===== src/rtl/dsf_pkg.sv =====
package dsf_pkg;
  typedef enum logic [1:0] {
    DIR_RINV      = 2'b00,
    DIR_SHARED    = 2'b01,
    DIR_SNOOP_ALL = 2'b10,
    DIR_RSVD      = 2'b11
  } dir_state_e;
endpackage


===== src/rtl/dsf_cache.sv =====
module dsf_cache #(
  parameter int ADDR_W  = 16,
  parameter int NODES   = 8,
  parameter int ENTRIES = 16
) (
  input  logic              clk_i,
  input  logic              rst_ni,
  input  logic [ADDR_W-1:0] lk_addr_i,
  output logic              lk_hit_o,
  output logic [NODES-1:0]  lk_vec_o,
  input  logic              upd_en_i,
  input  logic [NODES-1:0]  upd_vec_i,
  input  logic              alloc_en_i,
  input  logic [ADDR_W-1:0] alloc_addr_i,
  input  logic [NODES-1:0]  alloc_bits_i
);
  localparam int IDX_W = $clog2(ENTRIES);

  logic              ent_valid [ENTRIES];
  logic [ADDR_W-1:0] ent_tag   [ENTRIES];
  logic [NODES-1:0]  ent_vec   [ENTRIES];

  logic [IDX_W-1:0] lk_idx, al_idx;
  logic             al_hit;
  logic [NODES-1:0] al_vec;

  assign lk_idx   = lk_addr_i[IDX_W-1:0];
  assign al_idx   = alloc_addr_i[IDX_W-1:0];
  assign lk_hit_o = ent_valid[lk_idx] && (ent_tag[lk_idx] == lk_addr_i);
  assign lk_vec_o = ent_vec[lk_idx];
  assign al_hit   = ent_valid[al_idx] && (ent_tag[al_idx] == alloc_addr_i);
  assign al_vec   = al_hit ? (ent_vec[al_idx] | alloc_bits_i) : alloc_bits_i;

  for (genvar e = 0; e < ENTRIES; e++) begin : g_ent
    logic              v_q;
    logic [ADDR_W-1:0] t_q;
    logic [NODES-1:0]  p_q;
    always_ff @(posedge clk_i or negedge rst_ni) begin
      if (!rst_ni) begin
        v_q <= 1'b0;
        t_q <= '0;
        p_q <= '0;
      end else if (alloc_en_i && al_idx == IDX_W'(e)) begin
        // forward allocation wins over a same-cycle request update
        v_q <= 1'b1;
        t_q <= alloc_addr_i;
        p_q <= al_vec;
      end else if (upd_en_i && lk_idx == IDX_W'(e)) begin
        p_q <= upd_vec_i;
      end
    end
    assign ent_valid[e] = v_q;
    assign ent_tag[e]   = t_q;
    assign ent_vec[e]   = p_q;
  end

  // an allocation is visible to a lookup of the same line on the next cycle
  a_r6_alloc_visible: assert property (@(posedge clk_i) disable iff (!rst_ni)
    alloc_en_i && lk_addr_i == alloc_addr_i |=> lk_hit_o || lk_addr_i != $past(alloc_addr_i));
endmodule


===== src/rtl/dsf_policy.sv =====
module dsf_policy
  import dsf_pkg::*;
#(
  parameter int NODES = 8
) (
  input  logic             write_i,
  input  dir_state_e       mem_dir_i,
  input  logic             hit_i,
  input  logic [NODES-1:0] vec_i,
  input  logic [NODES-1:0] req_bit_i,
  output logic             bcast_o,
  output logic [NODES-1:0] snoop_vec_o,
  output logic             mem_data_o,
  output logic [NODES-1:0] upd_vec_o
);
  logic [NODES-1:0] tgt;
  logic             multi;

  assign tgt   = vec_i & ~req_bit_i;
  assign multi = $countones(vec_i) > 1;

  always_comb begin
    bcast_o     = 1'b0;
    snoop_vec_o = '0;
    mem_data_o  = 1'b1;
    upd_vec_o   = vec_i | req_bit_i;
    if (hit_i) begin
      if (!write_i && multi) begin
        mem_data_o = 1'b1;
      end else begin
        snoop_vec_o = tgt;
        mem_data_o  = multi || (tgt == '0);
      end
      if (write_i) upd_vec_o = req_bit_i;
    end else begin
      unique case (mem_dir_i)
        DIR_RINV:   bcast_o = 1'b0;
        DIR_SHARED: bcast_o = write_i;
        default:    bcast_o = 1'b1; // snoop-all and the unused code
      endcase
      if (bcast_o) begin
        snoop_vec_o = ~req_bit_i;
        mem_data_o  = 1'b0;
      end
    end
  end
endmodule


===== src/rtl/dsf_top.sv =====
module dsf_top
  import dsf_pkg::*;
#(
  parameter int ADDR_W     = 16,
  parameter int NODES      = 8,
  parameter int DC_ENTRIES = 16,
  localparam int NODE_W    = $clog2(NODES)
) (
  input  logic              clk_i,
  input  logic              rst_ni,
  input  logic              req_valid_i,
  input  logic              req_write_i,
  input  logic [ADDR_W-1:0] req_addr_i,
  input  logic [NODE_W-1:0] req_node_i,
  input  logic [1:0]        mem_dir_i,
  input  logic              fwd_valid_i,
  input  logic [ADDR_W-1:0] fwd_addr_i,
  input  logic [NODE_W-1:0] fwd_src_i,
  input  logic [NODE_W-1:0] fwd_dst_i,
  output logic              rsp_valid_o,
  output logic              snoop_bcast_o,
  output logic [NODES-1:0]  snoop_vec_o,
  output logic              mem_data_o,
  output logic              dir_wr_o,
  output logic [ADDR_W-1:0] dir_wr_addr_o,
  output logic [1:0]        dir_wr_state_o
);
  logic [NODES-1:0] req_bit, fwd_bits, lk_vec, upd_vec, p_snoop;
  logic             lk_hit, p_bcast, p_mem;
  logic [NODES-1:0] req_bit_q;

  assign req_bit  = NODES'(1) << req_node_i;
  assign fwd_bits = (NODES'(1) << fwd_src_i) | (NODES'(1) << fwd_dst_i);

  dsf_cache #(.ADDR_W(ADDR_W), .NODES(NODES), .ENTRIES(DC_ENTRIES)) u_cache (
    .clk_i       (clk_i),
    .rst_ni      (rst_ni),
    .lk_addr_i   (req_addr_i),
    .lk_hit_o    (lk_hit),
    .lk_vec_o    (lk_vec),
    .upd_en_i    (req_valid_i && lk_hit),
    .upd_vec_i   (upd_vec),
    .alloc_en_i  (fwd_valid_i),
    .alloc_addr_i(fwd_addr_i),
    .alloc_bits_i(fwd_bits)
  );

  dsf_policy #(.NODES(NODES)) u_policy (
    .write_i    (req_write_i),
    .mem_dir_i  (dir_state_e'(mem_dir_i)),
    .hit_i      (lk_hit),
    .vec_i      (lk_vec),
    .req_bit_i  (req_bit),
    .bcast_o    (p_bcast),
    .snoop_vec_o(p_snoop),
    .mem_data_o (p_mem),
    .upd_vec_o  (upd_vec)
  );

  always_ff @(posedge clk_i or negedge rst_ni) begin
    if (!rst_ni) begin
      rsp_valid_o    <= 1'b0;
      snoop_bcast_o  <= 1'b0;
      snoop_vec_o    <= '0;
      mem_data_o     <= 1'b0;
      req_bit_q      <= '0;
      dir_wr_o       <= 1'b0;
      dir_wr_addr_o  <= '0;
      dir_wr_state_o <= DIR_RINV;
    end else begin
      rsp_valid_o   <= req_valid_i;
      snoop_bcast_o <= req_valid_i && p_bcast;
      snoop_vec_o   <= req_valid_i ? p_snoop : '0;
      mem_data_o    <= req_valid_i && p_mem;
      req_bit_q     <= req_bit;
      dir_wr_o      <= fwd_valid_i;
      if (fwd_valid_i) begin
        dir_wr_addr_o  <= fwd_addr_i;
        dir_wr_state_o <= DIR_SNOOP_ALL;
      end
    end
  end

  a_r1_idle_quiet: assert property (@(posedge clk_i) disable iff (!rst_ni)
    !rsp_valid_o |-> !snoop_bcast_o && snoop_vec_o == '0 && !mem_data_o);
  a_r2_quiet_from_memory: assert property (@(posedge clk_i) disable iff (!rst_ni)
    rsp_valid_o && snoop_vec_o == '0 |-> mem_data_o);
  a_r3_bcast_others: assert property (@(posedge clk_i) disable iff (!rst_ni)
    rsp_valid_o && snoop_bcast_o |->
      $countones(snoop_vec_o) == NODES - 1 && (snoop_vec_o & req_bit_q) == '0 && !mem_data_o);
  a_r4_shared_read_quiet: assert property (@(posedge clk_i) disable iff (!rst_ni)
    req_valid_i && !req_write_i && mem_dir_i == DIR_SHARED && !lk_hit |=> !snoop_bcast_o);
  a_r6_dirwr_follows_fwd: assert property (@(posedge clk_i) disable iff (!rst_ni)
    fwd_valid_i |=> dir_wr_o && dir_wr_state_o == DIR_SNOOP_ALL && dir_wr_addr_o == $past(fwd_addr_i));
  a_r8_no_self_snoop: assert property (@(posedge clk_i) disable iff (!rst_ni)
    rsp_valid_o |-> (snoop_vec_o & req_bit_q) == '0);
endmodule


===== config.mk =====
export PLATFORM = sky130hd
export DESIGN_NAME = dsf_top
export DESIGN_NICKNAME = d
export VERILOG_FILES = /design/src/rtl/dsf_pkg.sv /design/src/rtl/dsf_cache.sv /design/src/rtl/dsf_policy.sv /design/src/rtl/dsf_top.sv
export SDC_FILE = /design/constraint.sdc
export NUM_CORES = 1
export LEC_CHECK = 0
export CAP_MARGIN = 5
export CORE_MARGIN = 1.5
export CORE_UTILIZATION = 60
export CTS_CLUSTER_SIZE = 14
export DETAILED_ROUTE_END_ITERATION = 7
export DONT_BUFFER_PORTS = 1
export PLACE_DENSITY = 0.84
export SYNTH_ARGS = -nofsm -noshare
export SYNTH_HDL_FRONTEND = slang
export SYNTH_SLANG_ARGS = --single-unit

===== constraint.sdc =====
create_clock -name clk_i -period 5.5 [get_ports clk_i]
set_input_delay 0.55 -clock clk_i [delete_from_list [all_inputs] [get_ports clk_i]]
set_output_delay 0.55 -clock clk_i [all_outputs]
set_load 0.005 [all_outputs]

* Word level (Yosys, flattened, before mapping)
Index checks and enable logic that the tools add are counted.
** Storage, ports and cells
- Output and inout port bits :: 30
- Bits in registers :: 429
** Cells by class
- Multiplexer cells :: 63
- Add/subtract/negate cells :: 7
- Reduce and logical (&&, ||, !) cells :: 60
- Magnitude comparators :: 3
- Bitwise gates (word level) :: 7
- Shift operators :: 3
- Equality and inequality tests :: 33
** Operator list (number)
- $mux W8 :: 43
- $bmux W16 S4 :: 2
- $add A32 B32 Y32 :: 3
- $bmux W8 S4 :: 2
- $eq A4 B4 Y1 const B :: 16
- $mux W16 :: 4
- $logic_and A1 B1 Y1 :: 38
- $eq A16 B16 Y1 :: 2
- $eq A4 B3 Y1 const B :: 8
- $gt A32 B2 Y1 const B :: 1
- $reduce_bool A2 Y1 :: 16
- $or A8 B8 Y8 :: 3
- $shl A1 B3 Y8 const A :: 3
- $eq A4 B2 Y1 const B :: 4
- $ge A5 B5 Y1 const B :: 2
- $not A4 Y5 :: 2
- $mux W1 :: 9
- $add A1 B1 Y2 :: 4
- $and A8 B8 Y8 :: 1
- $bmux W1 S4 :: 2
- $eq A4 B1 Y1 const B :: 2
- $logic_not A4 Y1 :: 2
- $logic_not A8 Y1 :: 1
- $not A8 Y8 :: 1
- 5 further kinds :: 5

* Logic depth before layout (Yosys ltp)
- Depth in word-level cells :: 12
- Mapped depth :: 20

* Hierarchy
From an unflattened synthesis, not the netlist that was laid out.
** Second synthesis, totals
- Cells, all modules :: 1909
- Area, all modules :: 23187.2 µm²
** By module, submodules not included
- dsf_cache :: area an instance 21516.9 µm², instances 1, cells an instance 1758, seq. area each 10009.6 µm²
- dsf_top :: area an instance 1226.2 µm², instances 1, cells an instance 88, seq. area each 725.7 µm²
- dsf_policy :: area an instance 444.2 µm², instances 1, cells an instance 63, seq. area each 0.0 µm²

* Worst setup path before layout
No wires, ideal clock.
- Path kind :: in2reg
- Start point :: input req_addr_i[1]
- End point :: register snoop_vec_o[0]
- Setup slack :: 491 ps
- Required time :: 5374 ps
- Buffers on the path :: 6
- Library setup time :: 126 ps
- Arrival time :: 4883 ps
- Stages on the path :: 20
- Cell sequence :: buf_4 > buf_6 > buf_6 > buf_6 > buf_6 > clkbuf_1 > mux4_2 > mux4_2 > ha_1 > inv_1 > fa_1 > inv_1 > fa_1 > ha_1 > inv_1 > fa_1 > and3b_1 > nor2_1 > nand4b_1 > a21oi_1
** Between the ends
- Word-level cells in the longest chain between the ends :: 12
- Elaborated cells on any way between the ends :: 25
- Those cells by class :: add/sub (7); order compare (1); eq/ne (1); mux (12); bitwise (2); reduce/logical (2)
** RTL lines
- from (decl) :: RTL line dsf_top.sv:13 : input logic [ADDR_W-1:0] req_addr_i,
- $not A4 Y5 (implied by the code) :: RTL line dsf_cache.sv:29, dsf_cache.sv:30
- $bmux W8 S4 :: RTL line dsf_cache.sv:30 : assign lk_vec_o = ent_vec[lk_idx];
- $mux W8 (implied by the code) (2 in series) :: RTL line dsf_cache.sv:30
- $add A1 B1 Y2 (implied by the code) :: RTL line dsf_policy.sv:20 : assign multi = $countones(vec_i) > 1;
- $add A32 B32 Y32 (implied by the code) (2 in series) :: RTL line dsf_policy.sv:20
- $gt A32 B2 Y1 :: RTL line dsf_policy.sv:20
- $logic_and A1 B1 Y1 :: RTL line dsf_policy.sv:28 : if (!write_i && multi) begin
- $mux W8 :: RTL line dsf_policy.sv:28
- $mux W8 (*) :: RTL line dsf_policy.sv:27 : if (hit_i) begin
- $mux W8 (*) :: RTL line dsf_top.sv:73 : snoop_vec_o <= req_valid_i ? p_snoop : '0;
- to (signal assigned) :: RTL line dsf_top.sv:73
- to (decl) :: RTL line dsf_top.sv:22 : output logic [NODES-1:0] snoop_vec_o,
Every way passes the cells marked *; elsewhere a longest branch is shown, timed or not. The select of a mux whose other input is x is not followed.
A chain may end at the register's enable or synchronous reset.

* Worst setup path in the final report
- Start point :: register u_cache.g_ent[12].p_q[0]
- End point :: register snoop_vec_o[7]
** Between the ends
- Word-level cells in the longest chain between the ends :: 11
** RTL lines
- from (decl) :: RTL line dsf_cache.sv:37 : logic [NODES-1:0] p_q;
- from (signal assigned) :: RTL line dsf_cache.sv:47 : p_q <= al_vec;
- from (signal assigned) :: RTL line dsf_cache.sv:49 : p_q <= upd_vec_i;
- $bmux W8 S4 :: RTL line dsf_cache.sv:30
- $mux W8 (implied by the code) (2 in series) :: RTL line dsf_cache.sv:30
- $add A1 B1 Y2 (implied by the code) :: RTL line dsf_policy.sv:20
- $add A32 B32 Y32 (implied by the code) (2 in series) :: RTL line dsf_policy.sv:20
- $gt A32 B2 Y1 :: RTL line dsf_policy.sv:20
- $logic_and A1 B1 Y1 :: RTL line dsf_policy.sv:28
- $mux W8 :: RTL line dsf_policy.sv:28
- $mux W8 :: RTL line dsf_policy.sv:27
- $mux W8 :: RTL line dsf_top.sv:73
No other way between the ends. The select of a mux whose other input is x is not followed.

==> summary.md <==
| Metric | Value |
|---|---|
| WL final | `84.3 mm` |
| Clock transition at path regs | `0.06 ns` |
| Wire per inst | `30.0 um` |
| Core area | `0.0409 mm2` |
| Mapped Area | `0.0249 mm2` |
| Main synth FF type | `dfrtp_1` |
| DR vias | `21300` |
| Worst setup EP type | `register` |
| Buffers & Inverters on Critical Path | `3` |
| Height of the die | `207 um` |
| Starting Density | `0.608` |
| Largest family of logic cells by synthesized area | `multiplexers` |
| IO Pins | `78` |
| Register bit total from synthesis | `429` |
| Num rows | `74` |
| Critical path class | `register to register` |
| Post-Synth XOR/XNOR Area | `0.00985` |
| Detail Route Antenna Nets | `0` |
| Synth Area in Adders | `0.00623` |
| Failing checks | `design-rule violations, negative hold slack, max-slew violations` |
| DRT Pass-1 Iters | `8` |
| Part of the Yosys area used for sequential elements | `0.431` |
| Final TNS setup | `0 ns` |
| Global route overflow | `0` |
| Root buf cell | `clkbuf_16` |
| Syn avg cell area | `10.7 um2` |
| R2R Setup Slk | `1.13 ns` |
| Crit Path Max Fanout | `8` |
| Synth Warn # | `0` |
| Max IR drop VDD | `0.282 mV` |
| Largest stage delay, worst path | `0.59 ns` |
| Fin. Hold Viols | `235` |
| Via density | `7.58` |
| Cell Chain, Critical Path | `mux4_2, mux4_2, ha_1, inv_1, fa_1, inv_1, fa_1, ha_1, inv_1, fa_1, and3b_1, nor2_1, nand4b_1, a21oi_1` |
| Switching power | `2.67 mW` |
| # hold bufs at CTS | `2` |
| R2R Path Start | `u_cache.g_ent[12].p_q[0]$_DFFE_PN0P_` |
| Syn nets | `2384` |
| Static leakage | `11.4 nW` |
| Fraction of power consumed by sequential logic | `0.443` |
| FFs w/ async S/R, synth | `1.00` |
| # clock sinks | `429` |
| CP required | `5.97 ns` |
| Switch share | `0.287` |
| Status | `finished with violations` |
| Die area | `0.0427 mm2` |
| Chip width | `207 um` |
| Slowest cell on the critical path | `mux4_2` |
| Max clock buf depth | `3` |
| Reg2reg end | `snoop_vec_o[7]$_DFF_PN0_` |
| Combinational power share | `0.200` |
| First-pass GRT wire length | `126 mm` |
| Final Wtd Congestion | `0.968` |
| H-tree levels | `2` |
| Clk_lat worst skew | `0.61 ns` |
| Reg2reg path depth | `14` |
| Simple-gate share of the synthesized area | `0.164` |
| Fmax | `229 MHz` |
| Post-Synthesis Cells | `2326` |
| Setup Buffers After CTS | `0` |
| Gr usage total | `0.400` |
| CTS tree | `done` |
| Synth unique cells | `76` |
| Final worst clock skew | `0.0370 ns` |
| Initial antenna violation count | `0` |
| Hold Slack | `-0.356 ns` |
| Minimum clock period | `4.37 ns` |
| Dpl hpwl | `50.9 mm` |
| Nets | `2293` |
| Worst Max-Slew Pin Slew | `1.88 ns` |
| Violation count after the first detailed-route iteration | `3603` |
| Share of cells above drive strength 1 | `0.181` |
| CP arrival | `4.83 ns` |
| Internal Pwr Total | `6.63 mW` |
| Syn-to-layout area delta | `7.31%` |
| Post-synth EDFFs | `0` |
| Family with the most delay on the worst path | `adder cells` |
| Largest net degree at the start of global routing | `430` |
| # DRC | `9` |
| # diodes | `0` |
| # Max-Cap Violations | `0` |
| Vias in the first global route | `21200` |
| Multiplexer share of the synthesized area | `0.219` |
| Clock network power share | `0.356` |
| Num CTS Buffers | `47` |
| Post-route clock period utilization | `0.794` |
| Max_slew headroom | `-0.255` |
| Worst Hold Class | `input port to async pin` |
| Port bufs | `0` |
| RSZ-0062 raised after global routing | `no` |
| Final Max Tran Viols | `202` |
| Critical path launch point type | `register` |
| Final setup viols | `0` |
| Compound-cell area share of the yosys netlist | `0.128` |
| Post-CTS sizing | `0` |
| PwrDens | `348 mW/mm2` |
flip-flops by register name, indices dropped and copies added, names as in the netlist:
register and cells:
dir_wr_addr_o 16, u_cache.g_ent.t_q 256, rsp_valid_o 1, snoop_bcast_o 1, u_cache.g_ent.v_q 16, mem_data_o 1
dir_wr_state_o 1, snoop_vec_o 8, dir_wr_o 1, u_cache.g_ent.p_q 128
stage by stage:
| stage | worst slack [ns] | utilization | area [um2] | total power, mW | cells |
|---|---|---|---|---|---|
| after floorplan | 0.491 | - | 24900 | 5.52 | 2326 |
| after global placement | 1.05 | 0.612 | 25100 | 5.82 | 2713 |
| after detailed placement | 0.930 | 0.612 | 25100 | 5.94 | 2713 |
| after CTS | 1.16 | 0.652 | 26700 | 9.23 | 2801 |
| after global routing | 1.03 | 0.653 | 26700 | 9.59 | 2804 |
| final | 1.13 | 0.653 | 26700 | 9.31 | 2804 |
power groups by stage:
stage / logic (mW) / clock network (mW) / registers [mW]
after floorplan: 1.54 / 0 / 3.99
after global placement: 1.73 / 0 / 4.09
after detailed placement: 1.80 / 0 / 4.14
after CTS: 1.82 / 3.32 / 4.09
after global routing: 1.99 / 3.44 / 4.16
final: 1.86 / 3.32 / 4.13
cells in the mapped netlist, types with 25 or more instances:
| cell type | number | area share |
|---|---|---|
| mux2_2 | 86 | 0.039 |
| and2_1 | 99 | 0.025 |
| o21ai_0 | 93 | 0.019 |
| clkbuf_1 | 119 | 0.018 |
| o211ai_1 | 130 | 0.039 |
| mux4_2 | 156 | 0.14 |
| inv_1 | 25 | 0.0038 |
| nand3_1 | 77 | 0.015 |
| dfrtp_1 | 429 | 0.43 |
| mux2i_1 | 97 | 0.039 |
| o221ai_1 | 66 | 0.023 |
| nor2_1 | 36 | 0.0054 |
| nand2_1 | 480 | 0.072 |
| nand2b_1 | 62 | 0.016 |
| buf_2 | 39 | 0.0078 |
| a21oi_1 | 27 | 0.0054 |
how the worst max path moves through the flow:
stage | startpoint | endpoint | depth (start not counted)
3_5_place_dp | req_addr_i[0] | snoop_vec_o[7]$_DFF_PN0_ | 14
2_1_floorplan | req_addr_i[1] | snoop_vec_o[0]$_DFF_PN0_ | 20
4_1_cts | u_cache.g_ent[14].p_q[0]$_DFFE_PN0P_ | snoop_vec_o[7]$_DFF_PN0_ | 14
5_1_grt | u_cache.g_ent[14].p_q[3]$_DFFE_PN0P_ | snoop_vec_o[7]$_DFF_PN0_ | 14
6_report | u_cache.g_ent[12].p_q[0]$_DFFE_PN0P_ | snoop_vec_o[7]$_DFF_PN0_ | 14
3_3_place_gp | req_addr_i[0] | snoop_vec_o[1]$_DFF_PN0_ | 14
layout by cell type (no fill, tap or decap), types with 9 or more instances in the layout:
cell       instances
xor2_1             9
nand2_2            9
xnor2_1           19
nor2b_1           14
clkbuf_1          10
mux2i_1           97
nand2b_1          62
o22ai_1           17
nand4b_1          10
clkinv_2          10
inv_1             25
mux4_2           156
and2_1            99
dfrtp_1          429
nand3_1           77
a22oi_1           22
o21ai_0           93
clkbuf_8          11
nor3_1            18
a21oi_1           25
buf_4             52
nand2_1          479
o211ai_1         130
o221ai_1          66
clkbuf_16         47
nor2_1            35
mux2_2            86
layout make-up:
type,instances,area [um2]
Timing Repair Buffer,56,433
Inverter,27,101
Fill cell,2992,14200
Tap cell,532,666
Clock inverter,18,236
Sequential cell,429,10700
Multi-Input combinational cell,1674,13200
Clock buffer,68,1370
kinds of logic after synthesis:
kind of cell             after synthesis
adder cells (fa/ha/maj)               10
AND/OR/NAND/NOR                      860
multiplexers                         339
flip-flops                           429
XOR/XNOR                              28
AO/OA/AOI/OAI                        436
buffers and inverters                223
other                                  1
metal layers:
| layer | global-route usage | part of all wire | vias to the layer above |
|---|---|---|---|
| li1 | - | - | 8368 |
| met1 | 0.503 | 0.33 | 10300 |
| met2 | 0.582 | 0.43 | 2093 |
| met3 | 0.157 | 0.16 | 533 |
| met4 | 0.250 | 0.078 | 0 |
| met5 | 0.00115 | 0 | - |
(Power assumes the default switching activity.)
